===== config.mk =====
export PLATFORM = sky130hd
export DESIGN_NAME = mca_adder
export DESIGN_NICKNAME = d
export VERILOG_FILES = /design/src/rtl/mca_pkg.sv /design/src/rtl/mca_bit_cell.sv /design/src/rtl/mca_section.sv /design/src/rtl/mca_adder.sv
export SDC_FILE = /design/constraint.sdc
export NUM_CORES = 1
export LEC_CHECK = 0
export BUFFER_PORTS_ARGS = -buffer_cell sky130_fd_sc_hd__buf_2
export CAP_MARGIN = 20
export CORE_MARGIN = 2
export CORE_UTILIZATION = 28
export DETAILED_ROUTE_END_ITERATION = 8
export MAX_ROUTING_LAYER = met4
export PLACE_DENSITY = 0.57
export RECOVER_POWER = 25
export SLEW_MARGIN = 20
export SYNTH_ARGS = -nofsm -noshare
export SYNTH_HDL_FRONTEND = slang
export SYNTH_HIERARCHICAL = 1
export SYNTH_SLANG_ARGS = --single-unit

===== constraint.sdc =====
create_clock -name vclk -period 19.63
set_input_delay 0.9815 -clock vclk [all_inputs]
set_output_delay 0.9815 -clock vclk [all_outputs]
set_load 0.02 [all_outputs]

===== src/rtl/mca_pkg.sv =====
package mca_pkg;
  localparam int unsigned SEC_W = 4;

  typedef struct packed {
    logic chain;  // carry leaves through bit 3's chain
    logic gk;     // bit 3 generates or kills
    logic byp;    // section skipped
  } sec_sel_t;
endpackage


===== src/rtl/mca_bit_cell.sv =====
module mca_bit_cell (
  input  logic a_i,
  input  logic b_i,
  input  logic c_i,
  output logic p_o,
  output logic g_o,
  output logic k_o,
  output logic c_o,
  output logic s_o
);
  always_comb begin
    g_o = a_i & b_i;
    p_o = a_i ^ b_i;
    k_o = ~a_i & ~b_i;
    c_o = p_o ? c_i : g_o;
    s_o = p_o ^ c_i;
  end
endmodule


===== src/rtl/mca_section.sv =====
module mca_section
  import mca_pkg::*;
(
  input  logic             clk_i,
  input  logic             rst_ni,
  input  logic [SEC_W-1:0] a_i,
  input  logic [SEC_W-1:0] b_i,
  input  logic             cin_i,
  output logic [SEC_W-1:0] sum_o,
  output logic             cout_o
);
  logic [SEC_W-1:0] p, g, k;
  logic [SEC_W:0]   c;
  sec_sel_t         sel;

  assign c[0] = cin_i;

  for (genvar i = 0; i < SEC_W; i++) begin : g_bit
    mca_bit_cell u_cell (
      .a_i (a_i[i]),
      .b_i (b_i[i]),
      .c_i (c[i]),
      .p_o (p[i]),
      .g_o (g[i]),
      .k_o (k[i]),
      .c_o (c[i+1]),
      .s_o (sum_o[i])
    );

    AST_BIT_GEN:  assert property (@(posedge clk_i) disable iff (!rst_ni)
                    g[i] |-> c[i+1]);
    AST_BIT_KILL: assert property (@(posedge clk_i) disable iff (!rst_ni)
                    k[i] |-> !c[i+1]);
    AST_BIT_PROP: assert property (@(posedge clk_i) disable iff (!rst_ni)
                    p[i] |-> (c[i+1] == c[i]));
  end

  // conflict-free three-way selection of the section carry-out
  always_comb begin
    sel.chain = ~(p[0] & p[1] & p[2]) & p[3];
    sel.gk    = ~p[3];
    sel.byp   = p[0] & p[1] & p[2] & p[3];
    cout_o    = (sel.chain & c[SEC_W]) | (sel.gk & g[SEC_W-1]) | (sel.byp & cin_i);
  end

  AST_SEL_ONEHOT: assert property (@(posedge clk_i) disable iff (!rst_ni)
                    $countones(sel) == 1);
  AST_BYPASS:     assert property (@(posedge clk_i) disable iff (!rst_ni)
                    (&p) |-> (cout_o == cin_i));
endmodule


===== src/rtl/mca_adder.sv =====
module mca_adder
  import mca_pkg::*;
#(
  parameter int unsigned WIDTH   = 32,
  parameter bit          REG_OUT = 1'b0
) (
  input  logic             clk_i,
  input  logic             rst_ni,
  input  logic [WIDTH-1:0] a_i,
  input  logic [WIDTH-1:0] b_i,
  input  logic             cin_i,
  output logic [WIDTH-1:0] sum_o,
  output logic             cout_o
);
  localparam int unsigned NSEC = WIDTH / SEC_W;

  if (WIDTH % SEC_W != 0 || WIDTH == 0) begin : g_bad_width
    $error("WIDTH must be a nonzero multiple of the section width");
  end

  logic [NSEC:0]    sc;
  logic [WIDTH-1:0] sum_c;

  assign sc[0] = cin_i;

  for (genvar s = 0; s < NSEC; s++) begin : g_sec
    mca_section u_sec (
      .clk_i  (clk_i),
      .rst_ni (rst_ni),
      .a_i    (a_i[s*SEC_W +: SEC_W]),
      .b_i    (b_i[s*SEC_W +: SEC_W]),
      .cin_i  (sc[s]),
      .sum_o  (sum_c[s*SEC_W +: SEC_W]),
      .cout_o (sc[s+1])
    );
  end

  if (REG_OUT) begin : g_reg
    always_ff @(posedge clk_i or negedge rst_ni) begin
      if (!rst_ni) begin
        sum_o  <= '0;
        cout_o <= 1'b0;
      end else begin
        sum_o  <= sum_c;
        cout_o <= sc[NSEC];
      end
    end
  end else begin : g_comb
    assign sum_o  = sum_c;
    assign cout_o = sc[NSEC];

    AST_SUM_MATCH: assert property (@(posedge clk_i) disable iff (!rst_ni)
                     {cout_o, sum_o} == ({1'b0, a_i} + {1'b0, b_i} + {{WIDTH{1'b0}}, cin_i}));
  end
endmodule


==> results.py, run 1 <==
metrics = {
    "final_layout": {
        "seq_cells": 0,
        "seq_area_sq_um": 0,
        "layout_commonest_cell": "buf_2",
        "final_cell_area_sq_um": 2180,
        "diodes": 0,
        "nets": 407,
        "final_cell_mix": "buf_2 (90), inv_1 (64), ha_1 (40)",
        "syn2layout_area_growth_pct": 35.4,
        "clkbuf_count": 0,
        "drive_gt1_share_pct": 36.8,
    },
    "drt": {
        "wl_mm": 3.06,
        "drt_iter0_drc": 6,
        "num_vias": 1316,
        "routedWlPerCell_microns": 9.06,
        "drcViolationCount": 0,
        "drt_first_pass_iters": 4,
        "ant_nets": 0,
        "avgViaCountPerCell": 3.89,
    },
    "logic_synthesis": {
        "synth_nets": 307,
        "syn_inst": 168,
        "syn_avg_cell_area_sq_um": 9.59,
        "yosysWarningCount": 6,
        "syn_area_sq_um": 1610,
    },
    "power_and_ir_drop": {
        "power_density_nw_per_um2": 34.1,
        "p_clk_share_pct": 0,
        "swShare_pct": 62.2,
        "p_comb_share_pct": 100.0,
        "p_int_uw": 28.2,
        "leakage_nw": 1.37,
        "p_switching_uw": 46.3,
        "peakVddDrop_v": 0.0000118,
        "p_seq_share_pct": 0,
    },
    "sta": {
        "worstMarginPinSlew_ns": 0.296,
        "rsz0062_at_grt": "no",
        "period_needed_ns": 16.92,
        "fin_tns_setup_ns": 0,
        "maxSlewHeadroom_pct": 80.3,
        "hold_ws_ns": 2.36,
        "finalCritPeriodShare_pct": 86.2,
        "finalMaxSlewViolations": 0,
        "fmax_mhz": 59.1,
        "setup_viol": 0,
        "worst_slack_ns": 2.71,
        "hold_violations": 0,
    },
    "setup_path": {
        "arrival_ns": 15.94,
        "cpMostUsedCell": "fa_1",
        "path_class": "input port to output pin",
        "startpoint": "a_i[0]",
        "cp_max_fo": 2,
        "cp_slowest_cell": "fa_1",
        "cp-end-kind": "output pin",
        "max_stage_delay_ns": 0.43,
        "cp.required_ns": 18.65,
        "start_kind": "input port",
    },
    "placement": {
        "pre_cts_ws_ns": 2.53,
        "dpl-instance-area_sq_um": 2190,
        "port_buffers": 98,
        "dp_hpwl_mm": 3.04,
        "place.gp.congestion": 0.702,
    },
    "floorplanning": {
        "dieArea_sq_um": 6380,
        "ioPinCount": 100,
        "die_x_microns": 79.9,
        "die_h_microns": 79.9,
        "rows": 27,
        "core-area_sq_um": 5540,
        "start_util_pct": 29.1,
    },
    "global_routing": {
        "grt_first_pass_wirelength_mm": 5.18,
        "track_usage_pct": 10.0,
        "antenna_found_initial": 0,
        "grt_overflow": 0,
        "grt_max_degree": 4,
        "grt_pass1_vias": 1294,
    },
    "cts": {
        "ctsHoldBuffers": 0,
        "postCtsSetupBuffers": 0,
        "cts_resized": 0,
    },
    "worst_hold_path": {
        "hp-start": "b_i[13]",
        "hold_path_class": "input port to output pin",
    },
    "flow_run": {
        "drv_cap": 0,
    },
    "run_status": {
        "status": "finished, final reports clean",
    },
}
-- per-stage QoR --
stage          std cells  util, %  power, mW
6_report             338     39.4     0.0745
5_1_grt              338     39.4     0.0840
4_1_cts              338     39.6     0.0772
3_3_place_gp         338     39.6     0.0758
2_1_floorplan        168        -     0.0547
3_5_place_dp         338     39.6     0.0768
-- cell type report --
| class | count | area [sq um] |
|---|---|---|
| Fill cell | 576 | 3360 |
| Tap cell | 72 | 90.1 |
| Timing Repair Buffer | 98 | 480 |
| Multi-Input combinational cell | 104 | 1370 |
| Inverter | 64 | 240 |
-- worst paths after layout --
kind	endpoint	slack, ns	cells after the start
hold / removal	sum_o[13]	2.36	3
setup / recovery	cout_o	2.71	50
-- critical path: cells and delay by family --
family | cells | cell delay [ns]
compound gates | 8 | 0.95
fa+ha+maj | 32 | 12.59
buf+inv | 2 | 0.26
mux | 8 | 1.15
-- power groups by stage --
stage / clock, mW / combinational, mW / sequential, mW
2_1_floorplan: 0 / 0.0547 / 0
3_3_place_gp: 0 / 0.0758 / 0
3_5_place_dp: 0 / 0.0768 / 0
4_1_cts: 0 / 0.0772 / 0
5_1_grt: 0 / 0.0840 / 0
6_report: 0 / 0.0745 / 0
-- layer usage --
metal / track usage [%] / up-vias / routed length, microns
met5: - / - / 0
met4: 0 / 0 / 0
met3: 0.226 / 0 / 248
met2: 19.3 / 55 / 1610
met1: 12.5 / 598 / 1210
li1: - / 663 / -
Power figures use the tool's default switching activity.
==> inputs of run 2 (changes only) <==
--- a/config.mk
+++ b/config.mk
@@ -11,10 +11,9 @@
 export CORE_UTILIZATION = 28
 export DETAILED_ROUTE_END_ITERATION = 8
 export MAX_ROUTING_LAYER = met4
-export PLACE_DENSITY = 0.57
+export PLACE_DENSITY = 0.6
 export RECOVER_POWER = 25
 export SLEW_MARGIN = 20
 export SYNTH_ARGS = -nofsm -noshare
 export SYNTH_HDL_FRONTEND = slang
-export SYNTH_HIERARCHICAL = 1
 export SYNTH_SLANG_ARGS = --single-unit
==> run 2 against run 1 <==
  * Power is 2.8% lower
  * Final area is 13% lower
  * Sequential share of layout area stayed put
  * Setup slack worse by 1.7 ns
  * Critical endpoint unchanged
==> results.py, run 2 <==
metrics = {
    "power_and_ir_drop": {
        "p_clk_share_pct": 0,
        "p_seq_share_pct": 0,
        "p_comb_share_pct": 100.0,
        "p_int_uw": 27.3,
        "p_switching_uw": 45.0,
        "peakVddDrop_v": 0.0000111,
        "leakage_nw": 0.962,
        "swShare_pct": 62.2,
        "power_density_nw_per_um2": 37.9,
    },
    "logic_synthesis": {
        "synth_nets": 276,
        "synthTopCellsByArea": "fa_1 (41%), ha_1 (26%), buf_4 (15%)",
        "ys_seq_area_share_pct": 0,
        "yosysWarningCount": 0,
        "synth.largest_area_cell": "fa_1",
        "syn_avg_cell_area_sq_um": 11.0,
        "ys_types": 24,
        "syn_area_sq_um": 1580,
        "yosysTopAreaCellShare_pct": 40.6,
        "yosys-top-cells-count": "ha_1 (33), buf_4 (32), fa_1 (32), nand3_1 (9), a31oi_1 (8)",
        "syn_inst": 144,
        "synth_most_common_cell": "ha_1",
    },
    "sta": {
        "worst_slack_ns": 1.01,
        "finalMaxSlewViolations": 0,
        "fmax_mhz": 53.7,
        "setup_viol": 0,
        "hold_violations": 0,
        "period_needed_ns": 18.62,
        "maxSlewHeadroom_pct": 77.6,
        "finalCritPeriodShare_pct": 94.9,
        "worstMarginPinSlew_ns": 0.333,
        "fin_tns_setup_ns": 0,
        "hold_ws_ns": 2.36,
        "rsz0062_at_grt": "no",
    },
    "floorplanning": {
        "die_h_microns": 79.1,
        "rows": 27,
        "ioPinCount": 100,
        "die_x_microns": 79.1,
        "start_util_pct": 28.8,
        "core-area_sq_um": 5470,
        "dieArea_sq_um": 6250,
    },
    "setup_path": {
        "max_stage_delay_ns": 0.43,
        "cpMostUsedCell": "fa_1",
        "arrival_ns": 17.64,
        "path_class": "input port to output pin",
        "cp.required_ns": 18.65,
        "start_kind": "input port",
        "cp_slowest_cell": "fa_1",
        "cp_max_fo": 3,
        "cp-end-kind": "output pin",
    },
    "final_layout": {
        "drive_gt1_share_pct": 43.8,
        "final_cell_area_sq_um": 1910,
        "final_cell_mix": "buf_2 (90), ha_1 (33), fa_1 (32)",
        "seq_area_sq_um": 0,
        "clkbuf_count": 0,
        "nets": 344,
        "syn2layout_area_growth_pct": 20.9,
        "instances_no_fill": 282,
        "diodes": 0,
        "seq_cells": 0,
        "fillers": 571,
        "layout_commonest_cell": "buf_2",
    },
    "run_status": {
        "status": "finished, final reports clean",
    },
    "drt": {
        "drt_first_pass_iters": 3,
        "drt_iter0_drc": 7,
        "routedWlPerCell_microns": 10.5,
        "avgViaCountPerCell": 4.35,
        "ant_nets": 0,
        "drcViolationCount": 0,
        "wl_mm": 2.97,
        "num_vias": 1227,
    },
    "placement": {
        "dpl-instance-area_sq_um": 1920,
        "place.gp.congestion": 0.672,
        "pre_cts_ws_ns": 0.856,
        "placed_cells": 282,
        "port_buffers": 98,
        "dp_hpwl_mm": 2.95,
    },
    "global_routing": {
        "track_usage_pct": 8.80,
        "grt_overflow": 0,
        "grt_first_pass_wirelength_mm": 4.53,
        "grt_max_degree": 4,
        "grt_pass1_vias": 1146,
        "antenna_found_initial": 0,
    },
    "worst_hold_path": {
        "hold_path_class": "input port to output pin",
    },
    "flow_run": {
        "drv_cap": 0,
    },
    "cts": {
        "postCtsSetupBuffers": 0,
        "cts_resized": 0,
        "ctsHoldBuffers": 0,
    },
}
run 2: worst paths after layout:
kind / to / cells past startpoint / startpoint
setup / recovery: cout_o / 55 / a_i[0]
hold / removal: sum_o[13] / 3 / b_i[13]
run 2: worst max-delay path: cells and delay by family:
kind,cells,cell delay (ns)
AO/OA/AOI/OAI,15,3.09
adder cells (fa/ha/maj),32,12.45
buffers and inverters,3,0.38
multiplexers,1,0.28
AND/OR/NAND/NOR,4,0.40
run 2: power groups by stage:
| stage | combinational (mW) | clock [mW] | sequential, mW |
|---|---|---|---|
| final | 0.0724 | 0 | 0 |
| after global routing | 0.0808 | 0 | 0 |
| after CTS | 0.0751 | 0 | 0 |
| after detailed placement | 0.0747 | 0 | 0 |
| after global placement | 0.0741 | 0 | 0 |
| after floorplan | 0.0642 | 0 | 0 |
run 2: cells by family (layout without fill, tap and decap cells):
| group | count (synthesis) | in the layout | synth area share, % |
|---|---|---|---|
| and+or+nand+nor | 19 | 19 | 6.19 |
| AOI/OAI and AO/OA | 24 | 24 | 10.4 |
| buffers and inverters | 35 | 101 | 15.9 |
| adders and majority gates | 65 | 65 | 66.8 |
| muxes | 1 | 1 | 0.714 |
run 2: final cells by class:
| type | instances | area, sq um | area share, % |
|---|---|---|---|
| well taps | 72 | 90.1 | 4.72 |
| multi-input cells | 109 | 1330 | 69.5 |
| inverters | 3 | 11.3 | 0.590 |
| repair buffers | 98 | 480 | 25.2 |
run 2: per-stage QoR:
step,utilization [%],total power [mW]
2_1_floorplan,-,0.0642
3_3_place_gp,35.0,0.0741
3_5_place_dp,35.0,0.0747
4_1_cts,35.0,0.0751
5_1_grt,34.9,0.0808
6_report,34.9,0.0724
run 2: routing by layer:
layer	track usage (%)	vias to the layer above	part of all wire, %
li1	-	599	-
met1	11.9	583	43
met2	15.9	45	50
met3	0.114	0	6.3
met4	0	0	0
met5	-	-	0
